File: config.mk
export PLATFORM = sky130hd
export DESIGN_NAME = fcsr_mstep_gen
export DESIGN_NICKNAME = d
export VERILOG_FILES = /design/src/rtl/fcsr_pkg.sv /design/src/rtl/fcsr_step.sv /design/src/rtl/fcsr_unroll.sv /design/src/rtl/fcsr_mstep_gen.sv
export SDC_FILE = /design/constraint.sdc
export NUM_CORES = 1
export LEC_CHECK = 0
export CORE_MARGIN = 3
export CORE_UTILIZATION = 55
export CTS_CLUSTER_SIZE = 14
export DETAILED_ROUTE_END_ITERATION = 8
export DONT_BUFFER_PORTS = 1
export GPL_TIMING_DRIVEN = 0
export HOLD_SLACK_MARGIN = 0.02
export PLACE_DENSITY_LB_ADDON = 0.2
export SLEW_MARGIN = 5
export SYNTH_ARGS = -nofsm -noshare
export SYNTH_HDL_FRONTEND = slang
export SYNTH_SLANG_ARGS = --single-unit
File: constraint.sdc
create_clock -name clk -period 0.9 [get_ports clk]
set_input_delay 0.18 -clock clk [delete_from_list [all_inputs] [get_ports clk]]
set_output_delay 0.18 -clock clk [all_outputs]
set_load 0.02 [all_outputs]
File: src/rtl/fcsr_pkg.sv
package fcsr_pkg;

  typedef struct packed {
    logic co;
    logic s;
  } fa_t;

  function automatic fa_t full_add(input logic a, input logic b, input logic ci);
    fa_t r;
    r.s  = a ^ b ^ ci;
    r.co = (a & b) | (a & ci) | (b & ci);
    return r;
  endfunction

endpackage

File: src/rtl/fcsr_step.sv
// One single step of the Galois carry register, purely combinational.
module fcsr_step #(
  parameter int M = 14,
  parameter logic [M-2:0] CARRY_TAPS = 13'h0400
) (
  input  logic [M-1:0] x,
  input  logic [M-2:0] c,
  output logic [M-1:0] x_n,
  output logic [M-2:0] c_n,
  output logic         fb
);
  import fcsr_pkg::*;

  assign fb       = x[0];
  assign x_n[M-1] = x[0];

  for (genvar i = 0; i < M-1; i++) begin : g_cell
    if (CARRY_TAPS[i]) begin : g_tap
      fa_t r;
      assign r      = full_add(x[i+1], x[0], c[i]);
      assign x_n[i] = r.s;
      assign c_n[i] = r.co;
    end else begin : g_plain
      logic unused_c;
      assign unused_c = c[i];
      assign x_n[i]   = x[i+1];
      assign c_n[i]   = 1'b0;
    end
  end
endmodule

File: src/rtl/fcsr_unroll.sv
// D chained steps; each tap's carry ripples through D full adders.
module fcsr_unroll #(
  parameter int M = 14,
  parameter int D = 8,
  parameter logic [M-2:0] CARRY_TAPS = 13'h0400
) (
  input  logic [M-1:0] x_in,
  input  logic [M-2:0] c_in,
  output logic [M-1:0] x_out,
  output logic [M-2:0] c_out,
  output logic [D-1:0] bits
);
  logic [D:0][M-1:0] xs;
  logic [D:0][M-2:0] cs;

  assign xs[0] = x_in;
  assign cs[0] = c_in;

  for (genvar k = 0; k < D; k++) begin : g_sub
    fcsr_step #(.M(M), .CARRY_TAPS(CARRY_TAPS)) u_step (
      .x   (xs[k]),
      .c   (cs[k]),
      .x_n (xs[k+1]),
      .c_n (cs[k+1]),
      .fb  (bits[k])
    );
  end

  assign x_out = xs[D];
  assign c_out = cs[D];
endmodule

File: src/rtl/fcsr_mstep_gen.sv
module fcsr_mstep_gen #(
  parameter int M = 14,
  parameter int D = 8,
  parameter logic [M-2:0] CARRY_TAPS = 13'h0400,
  parameter logic [M-1:0] RESET_SEED = 14'h0001
) (
  input  logic         clk,
  input  logic         rst_n,
  input  logic         load,
  input  logic [M-1:0] seed_main,
  input  logic [M-2:0] seed_carry,
  input  logic         en,
  output logic [D-1:0] bits_out
);
  localparam int CW = M - 1;

  // reset synchronizer: async assert, sync release
  logic [1:0] rs_q;
  logic       rst_ok;
  always_ff @(posedge clk or negedge rst_n) begin
    if (!rst_n) rs_q <= 2'b00;
    else        rs_q <= {rs_q[0], 1'b1};
  end
  assign rst_ok = rs_q[1];

  logic [M-1:0]  main_q, main_d, main_adv;
  logic [CW-1:0] carry_q, carry_d, carry_adv;

  fcsr_unroll #(.M(M), .D(D), .CARRY_TAPS(CARRY_TAPS)) u_unroll (
    .x_in  (main_q),
    .c_in  (carry_q),
    .x_out (main_adv),
    .c_out (carry_adv),
    .bits  (bits_out)
  );

  // next state
  always_comb begin
    if (load) begin
      main_d  = seed_main;
      carry_d = seed_carry;
    end else if (en) begin
      main_d  = main_adv;
      carry_d = carry_adv;
    end else begin
      main_d  = main_q;
      carry_d = carry_q;
    end
  end

  // main cells
  always_ff @(posedge clk or negedge rst_ok) begin
    if (!rst_ok) main_q <= RESET_SEED;
    else         main_q <= main_d;
  end

  // carry cells exist only at taps
  for (genvar i = 0; i < CW; i++) begin : g_carry
    if (CARRY_TAPS[i]) begin : g_ff
      always_ff @(posedge clk or negedge rst_ok) begin
        if (!rst_ok) carry_q[i] <= 1'b0;
        else         carry_q[i] <= carry_d[i];
      end
    end else begin : g_none
      logic unused_cd;
      assign unused_cd  = carry_d[i];
      assign carry_q[i] = 1'b0;
    end
  end
endmodule

==> flow_summary.toml, run 1 <==
[clock_network]
htree_levels = 1
clk_pin_slew_ns = 0.10
cts_root_buf = "clkbuf_4"
clock_latency_ns = 0.29
cts_tree = "yes"
clock_path_buffers = 2
cts_made_buffers = 3
cts.sinks = 17

[critical_path]
critical_path_class = "flop to flop"
worstSetupEndpointType = "flop"
r2r_cells = 13
arrival_ns = 3.81
required_ns = 1.14
timing.rr.start = "carry_q[10]$_DFFE_PN0P_"
cp_cell_sequence = "inv_2, fa_2, inv_2, fa_2, fa_2, fa_2, fa_2, fa_2, fa_2, inv_2, fa_1, nor2b_1, o31a_1"
cp_common_cell = "fa_2"
start_kind = "flop"
r2r-end = "main_q[10]$_DFFE_PN0P_"
cp_slowest_cell = "dfrtp_1"
cpPeakStageDelay_ns = 0.40
crit_fanout = 2
reg2reg_setup_slack_ns = -2.67

[floorplanning]
ios = 39
start_util_pct = 59.3
die-area_um2 = 2440
core_um2 = 1750
die_w_um = 49.4
rows = 15
die_h_um = 49.4

[min_path]
min_from = "load"
hp-class = "input port to flop"
min_path_cells = 2
holdPathEnd = "carry_q[10]$_DFFE_PN0P_"

[layout]
syn2layout_area_growth_pct = 27.4
drive_above_1_share_pct = 33.6
fillCellCount = 128
final_common_cell = "dlygate4sd3_1"
final_nets = 156
fin_cells = 141
final_area_um2 = 1320
fin_util_pct = 75.6
num_antenna_cells = 0
final_cell_mix = "dlygate4sd3_1 (13), mux2i_1 (12), nand2_1 (12)"

[yosys]
yosysWarnings = 0
syn_avg_cell_area_um2 = 11.0
synth_cells = 94
synth-seq-cells = 17
synth_seq_area_share_pct = 41.2
synth_nets = 133
yosysUniqueCellTypes = 16
syn_area_um2 = 1030

[sta]
final_max_slew_viol_count = 0
fmax_mhz = 280
finalCriticalPeriod_ns = 3.57
finalSetupViolCount = 18
fin_worst_skew_ns = 0.00324
period_share_pct = 397
setup_tns_ns = -17.13
rsz0062_at_grt = "true"
hold_violations = 0
slew_headroom_pct = 57.5
fin_ws_ns = -2.67
worstMarginPinSlew_ns = 0.637

[placed_design]
place_area_um2 = 1080
place_inst = 119
gp_congestion = 0.744
dpl.hpwl_mm = 1.38
io_buffers = 0

[route]
vias = 709
ant_nets = 0
vias_per_cell = 5.03
wl_per_cell_um = 14.0
drc_errors = 0
drtPass1Iterations = 4
drt_iter0_markers = 12
wirelength_mm = 1.97

[power_and_ir_drop]
p_per_area_nw_per_um2 = 1780
p_leak_nw = 0.594
ir_worst_vdd_mv = 1.31
total_power_mw = 2.35

[grt]
antenna_found_initial = 0
grt.overflow.total = 0
grt_pass1_vias = 730
grt_use_total_pct = 18.0
grt_max_degree = 16
grt_pass1_wl_mm = 3.30

[flow_run]
max-cap-violations = 0

[run_status]
failed_checks = "negative setup slack"
status = "complete, but fails checks"
final cells by class:
cell class,count,area (um2),area share (%)
clock buffers,3,22.5,1.71
flip-flops and latches,17,433,32.8
clock inverters,1,5.00,0.380
repair buffers,18,175,13.3
well taps,25,31.3,2.37
multi-input cells,57,489,37.1
plain buffers,13,136,10.3
inverters,7,26.3,1.99
cell usage after synthesis:
master	count	area, um2
dfrtp_1	16	400
mux2i_1	12	120
nand2_1	12	45.0
buf_4	10	75.1
o21ai_1	10	50.1
fa_1	8	160
inv_1	7	26.3
nor2b_1	6	37.5
nand2b_1	3	18.8
o31a_1	3	26.3
o21ai_0	2	10.0
buf_12	1	20.0
buf_6	1	11.3
clkbuf_1	1	3.75
conb_1	1	3.75
dfstp_2	1	26.3
worst max-delay path by stage:
stage / start / endpoint / slack [ns] / cells past startpoint
after floorplan: main_q[11]$_DFFE_PN0P_ / main_q[10]$_DFFE_PN0P_ / -2.68 / 13
after global placement: carry_q[10]$_DFFE_PN0P_ / main_q[10]$_DFFE_PN0P_ / -2.77 / 13
after detailed placement: carry_q[10]$_DFFE_PN0P_ / main_q[10]$_DFFE_PN0P_ / -2.82 / 13
after CTS: carry_q[10]$_DFFE_PN0P_ / main_q[10]$_DFFE_PN0P_ / -2.81 / 13
after global routing: carry_q[10]$_DFFE_PN0P_ / main_q[10]$_DFFE_PN0P_ / -2.80 / 13
final: carry_q[10]$_DFFE_PN0P_ / main_q[10]$_DFFE_PN0P_ / -2.67 / 13
critical path: cells and delay by family, from the launching register on:
kind / cells / cell delay (ns)
buffers and inverters: 3 / 0.17
and+or+nand+nor: 1 / 0.12
DFF: 1 / 0.40
adders and majority gates: 8 / 2.69
AOI/OAI and AO/OA: 1 / 0.12
timing repair:
| action | in CTS | in global routing |
|---|---|---|
| gates resized for setup | 8 | 9 |
| endpoints found under the setup margin | 17 | 18 |
| setup buffers | 1 | 5 |
| hold buffers | 13 | 0 |
| hold endpoints to repair | 14 | 0 |
| pin swaps | 8 | 4 |
metrics by stage:
stage          hold slack, ns  setup slack [ns]
2_1_floorplan          -0.116             -2.68
3_3_place_gp           -0.116             -2.77
3_5_place_dp           -0.116             -2.82
4_1_cts                0.0380             -2.81
5_1_grt                0.0322             -2.80
6_report               0.0409             -2.67
where the power goes:
group | switching, mW | internal [mW] | total [mW] | leakage (nW)
registers | 0.141 | 0.889 | 1.03 | 0.196
clock network | 0.256 | 0.165 | 0.422 | 0.0177
logic | 0.407 | 0.487 | 0.894 | 0.380
registers in the layout, indices dropped and copies added (netlist names):
name	count
carry_q	1
main_q	14
rs_q	2
routing by layer:
layer  share of wire (%)  track usage, %  vias up
li1                    -               -      337
met1                  43            24.4      344
met3                 5.9            2.45        4
met5                   0               0        -
met2                  50            29.5       24
met4                 1.1            6.91        0
kinds of logic after synthesis:
logic type      synth area share (%)
flops                           41.2
mux                             11.6
fa+ha+maj                       15.5
compound gates                  8.34
simple gates                    9.79
other cells                    0.362
buf+inv                         13.2
Note: power is estimated with default switching activity, not from simulation.
==> run 2, diff against run 1 <==
- SETUP_SLACK_MARGIN: unset -> 0.1
==> flow_summary.toml, run 2 (synthesis results as in run 1) <==
[sta]
finalCriticalPeriod_ns = 3.58
fmax_mhz = 280
finalSetupViolCount = 18
hold_violations = 0
final_max_slew_viol_count = 0
fin_worst_skew_ns = 0.00148
rsz0062_at_grt = "true"
hold-worst-slack_ns = 0.0349
period_share_pct = 398
fin_ws_ns = -2.68

[clock_network]
cts_made_buffers = 3
cts_root_buf = "clkbuf_4"
cts.sinks = 17
cts_tree = "yes"
clk_pin_slew_ns = 0.11
clock_path_buffers = 2
htree_levels = 1
clock_latency_ns = 0.30

[layout]
largest-register = "main_q"
fillCellCount = 120
final_cell_mix = "buf_6 (13), dlygate4sd3_1 (13), mux2i_1 (12), nand2_1 (12), o21ai_1 (11)"
num_antenna_cells = 0
top_regs = "main_q (14), rs_q (2), carry_q (1)"
final_nets = 160
multi_input_area_um2 = 489
drive_above_1_share_pct = 36.7
syn2layout_area_growth_pct = 31.6
regArea_um2 = 434
largest_reg_flops = 14

[critical_path]
reg2reg_setup_slack_ns = -2.68
start_kind = "flop"
arrival_ns = 3.82
worstSetupEndpointType = "flop"
critical_path_class = "flop to flop"
crit_fanout = 2
required_ns = 1.14

[power_and_ir_drop]
power.switching_mw = 0.836
p_per_area_nw_per_um2 = 1780
p_seq_share_pct = 42.7
p_leak_nw = 0.616
total_power_mw = 2.43
ir_worst_vdd_mv = 1.16
power_frac_comb_pct = 39.5
switching_share_pct = 34.5
clockPowerShare_pct = 17.8
p_int_mw = 1.59

[route]
ant_nets = 0
vias_per_cell = 5.06
wirelength_mm = 2.13
drtPass1Iterations = 4
wl_per_cell_um = 14.7
drc_errors = 0
vias = 733
drt_iter0_markers = 10

[placed_design]
io_buffers = 0
pre_cts_slack_ns = -2.82
gp_congestion = 0.744
dpl.hpwl_mm = 1.38

[floorplanning]
die_h_um = 49.4
ios = 39
die-area_um2 = 2440
rows = 15
start_util_pct = 59.3
die_w_um = 49.4
core_um2 = 1750

[min_path]
hp-class = "input port to flop"

[grt]
grt_pass1_wl_mm = 3.38
grt_max_degree = 16
grt.overflow.total = 0
grt_pass1_vias = 733
antenna_found_initial = 0
grt_use_total_pct = 18.6

[run_status]
status = "complete, but fails checks"
failed_checks = "negative setup slack"

[flow_run]
max-cap-violations = 0
## run 2: changes by cell type in the layout (fill, tap and decap cells not counted)
cell	change
buf_6	+3
o21ai_0	-1
o21ai_1	+1
buf_4	+1
dfrtp_1	-1
dfrtp_2	+1
## run 2: cell type report
type / instances / share of cell area (%)
clock inverters: 1 / 0.368
plain buffers: 13 / 10.0
well taps: 25 / 2.30
repair buffers: 22 / 15.9
multi-input cells: 57 / 35.9
clock buffers: 3 / 1.65
inverters: 7 / 1.93
flip-flops and latches: 17 / 31.9
## run 2: critical path, stage by stage, from the launching register on
cell and delay, ns:
dfrtp_1 0.41, inv_2 0.07, fa_2 0.20, inv_2 0.04
fa_2 0.35, fa_2 0.35, fa_2 0.35, fa_2 0.36
fa_2 0.37, fa_2 0.34, inv_2 0.06, fa_1 0.38
nor2b_1 0.12, o31a_1 0.12
## run 2: per-layer routing
metal | global-route usage, % | vias to the layer above | share of wire, %
met1 | 26.5 | 364 | 43
met3 | 2.14 | 4 | 4.3
met2 | 29.0 | 22 | 51
met4 | 6.91 | 0 | 0.89
li1 | - | 343 | -
met5 | 0 | - | 0
## run 2: what timing repair did
item	in CTS	in global routing
pin swaps	8	5
endpoints found under the setup margin	20	27
hold endpoints to repair	14	0
setup buffers	1	8
hold buffers	13	0
gates resized for setup	15	6
## run 2: power by group through the flow
stage / clock network [mW] / logic, mW / registers (mW)
2_1_floorplan: 0 / 0.628 / 0.999
3_3_place_gp: 0 / 0.733 / 1.03
3_5_place_dp: 0 / 0.748 / 1.04
4_1_cts: 0.434 / 0.852 / 1.04
5_1_grt: 0.478 / 1.08 / 1.05
6_report: 0.431 / 0.959 / 1.03
## run 2: path summary, 6_finish.rpt
| kind | to | startpoint | cells past startpoint |
|---|---|---|---|
| max | main_q[10]$_DFFE_PN0P_ | carry_q[10]$_DFFE_PN0P_ | 13 |
| min | carry_q[10]$_DFFE_PN0P_ | load | 2 |
| max reg2reg | main_q[10]$_DFFE_PN0P_ | carry_q[10]$_DFFE_PN0P_ | 13 |
| min reg2reg | main_q[11]$_DFFE_PN0P_ | rs_q[1]$_DFF_PN0_ | 0 |
| max in group asynchronous | main_q[0]$_DFFE_PN1P_ | rs_q[1]$_DFF_PN0_ | 0 |
| min in group asynchronous | rs_q[0]$_DFF_PN0_ | rst_n | 1 |
## run 2: through the flow
stage | instance area (um2) | utilization [%] | setup TNS [ns] | std cells
floorplan | 1050 | - | -14.99 | 94
global route | 1360 | 78.0 | -18.63 | 145
CTS | 1280 | 73.5 | -17.71 | 137
finish | 1360 | 78.0 | -17.58 | 145
detailed placement | 1080 | 62.1 | -15.94 | 119
global placement | 1080 | 62.1 | -15.68 | 119
==> run 3, diff against run 2 <==
- HOLD_SLACK_MARGIN: 0.02 -> 0.1
- REMOVE_ABC_BUFFERS: unset -> 1
==> flow_summary.toml, run 3 (synthesis results as in run 1) <==
[critical_path]
crit_fanout = 4
timing.rr.start = "main_q[0]$_DFFE_PN1P_"
r2r-end = "main_q[10]$_DFFE_PN0P_"
worstSetupEndpointType = "flop"
arrival_ns = 3.91
critical_path_class = "flop to flop"
reg2reg_setup_slack_ns = -2.78
start_kind = "flop"
r2r_cells = 13
required_ns = 1.13

[sta]
hold-worst-slack_ns = -0.0504
final_max_slew_viol_count = 0
rsz0062_at_grt = "true"
period_share_pct = 409
setup_tns_ns = -16.74
fmax_mhz = 272
fin_worst_skew_ns = 0.00154
finalSetupViolCount = 18
fin_ws_ns = -2.78
finalCriticalPeriod_ns = 3.68
hold_violations = 12

[power_and_ir_drop]
switching_share_pct = 33.4
p_per_area_nw_per_um2 = 1990
power_frac_comb_pct = 25.9
p_int_mw = 1.35
ir_worst_vdd_mv = 1.05
clockPowerShare_pct = 19.4
power.switching_mw = 0.680
p_seq_share_pct = 54.7
p_leak_nw = 0.438

[route]
wirelength_mm = 1.60
drt_iter0_markers = 3
drc_errors = 0
ant_nets = 0
drtPass1Iterations = 4
vias = 569
vias_per_cell = 5.13
wl_per_cell_um = 14.4

[clock_network]
clock_path_buffers = 2
clk_pin_slew_ns = 0.09
clock_latency_ns = 0.28
cts_made_buffers = 3
cts_tree = "yes"
cts_root_buf = "clkbuf_4"
htree_levels = 1
post_cts_buffers = 0
ctsHoldBuffers = 1
cts.sinks = 17

[grt]
antenna_found_initial = 0
grt.overflow.total = 0
grt_pass1_vias = 616
grt_use_total_pct = 15.2
grt_max_degree = 31
grt_pass1_wl_mm = 2.85

[placed_design]
gp_congestion = 0.744
dpl.hpwl_mm = 1.20
io_buffers = 0
place_area_um2 = 956
place_inst = 106

[layout]
largest_reg_flops = 14
top_regs = "main_q (14), rs_q (2), carry_q (1)"
final_area_um2 = 1020
final_nets = 126
multi_input_area_um2 = 489
drive_above_1_share_pct = 26.7
fin_cells = 111
largest-register = "main_q"
syn2layout_area_growth_pct = -1.45
fillCellCount = 165
num_antenna_cells = 0
regArea_um2 = 437
final_cell_mix = "mux2i_1 (12), nand2_1 (12), o21ai_1 (12)"

[floorplanning]
ios = 39
start_util_pct = 59.3
die-area_um2 = 2440
core_um2 = 1750
die_w_um = 49.4
rows = 15
die_h_um = 49.4

[run_status]
failed_checks = "negative hold slack, negative setup slack"
status = "complete, but fails checks"

[min_path]
hp-class = "input port to flop"
min_path_cells = 1
min_from = "load"
holdPathEnd = "main_q[0]$_DFFE_PN1P_"

[flow_run]
max-cap-violations = 0
==> run 3: per-stage QoR <==
stage / power (mW) / utilization, % / setup slack (ns) / hold slack (ns)
after floorplan: 1.46 / - / -3.12 / -0.116
after global placement: 1.58 / 54.8 / -3.26 / -0.116
after detailed placement: 1.61 / 54.8 / -3.28 / -0.116
after CTS: 2.06 / 58.2 / -2.85 / -0.0587
after global routing: 2.21 / 58.4 / -2.90 / -0.0585
final: 2.03 / 58.4 / -2.78 / -0.0504
==> run 3: worst max-delay path: stages, from the launching register on <==
cell and delay (ns):
dfstp_2 0.44, inv_2 0.07, fa_2 0.18, inv_2 0.04
fa_2 0.36, fa_2 0.37, fa_2 0.38, fa_2 0.40
fa_2 0.34, fa_2 0.34, inv_2 0.06, fa_1 0.38
nor2b_1 0.12, o31a_1 0.14
==> run 3: routing by layer <==
layer	GRT usage [%]	part of all wire [%]	routed length, um
met1	20.8	45	723
met2	23.0	44	703
met3	4.28	8.9	143
met4	5.53	1.9	31
met5	0	0	0
==> run 3: timing repair <==
| action | CTS | global route |
|---|---|---|
| setup endpoints to repair | 23 | 30 |
| endpoints found under the hold margin | 17 | 15 |
| resized for setup | 18 | 3 |
| pin swaps | 6 | 6 |
==> run 3: how the worst max path moves through the flow <==
stage / startpoint / end / slack [ns] / cells after the start
finish: main_q[0]$_DFFE_PN1P_ / main_q[10]$_DFFE_PN0P_ / -2.78 / 13
global placement: main_q[0]$_DFFE_PN1P_ / main_q[10]$_DFFE_PN0P_ / -3.26 / 13
detailed placement: main_q[0]$_DFFE_PN1P_ / main_q[10]$_DFFE_PN0P_ / -3.28 / 13
CTS: main_q[0]$_DFFE_PN1P_ / main_q[10]$_DFFE_PN0P_ / -2.85 / 13
global route: main_q[0]$_DFFE_PN1P_ / main_q[10]$_DFFE_PN0P_ / -2.90 / 13
floorplan: main_q[0]$_DFFE_PN1P_ / main_q[10]$_DFFE_PN0P_ / -3.12 / 13
==> run 3: power by group through the flow <==
stage	Sequential [mW]	Combinational [mW]	Clock, mW
6_report	1.11	0.526	0.396
2_1_floorplan	1.07	0.393	0
5_1_grt	1.14	0.624	0.453
3_5_place_dp	1.11	0.494	0
3_3_place_gp	1.11	0.476	0
4_1_cts	1.12	0.537	0.409
==> run 3: cell type report <==
class                      instances  area share [%]
sequential                        17            42.8
inverter                           7            2.58
timing repair buffer               1           0.982
clock buffer                       4            2.58
tap                               25            3.07
multi-input combinational         57            48.0
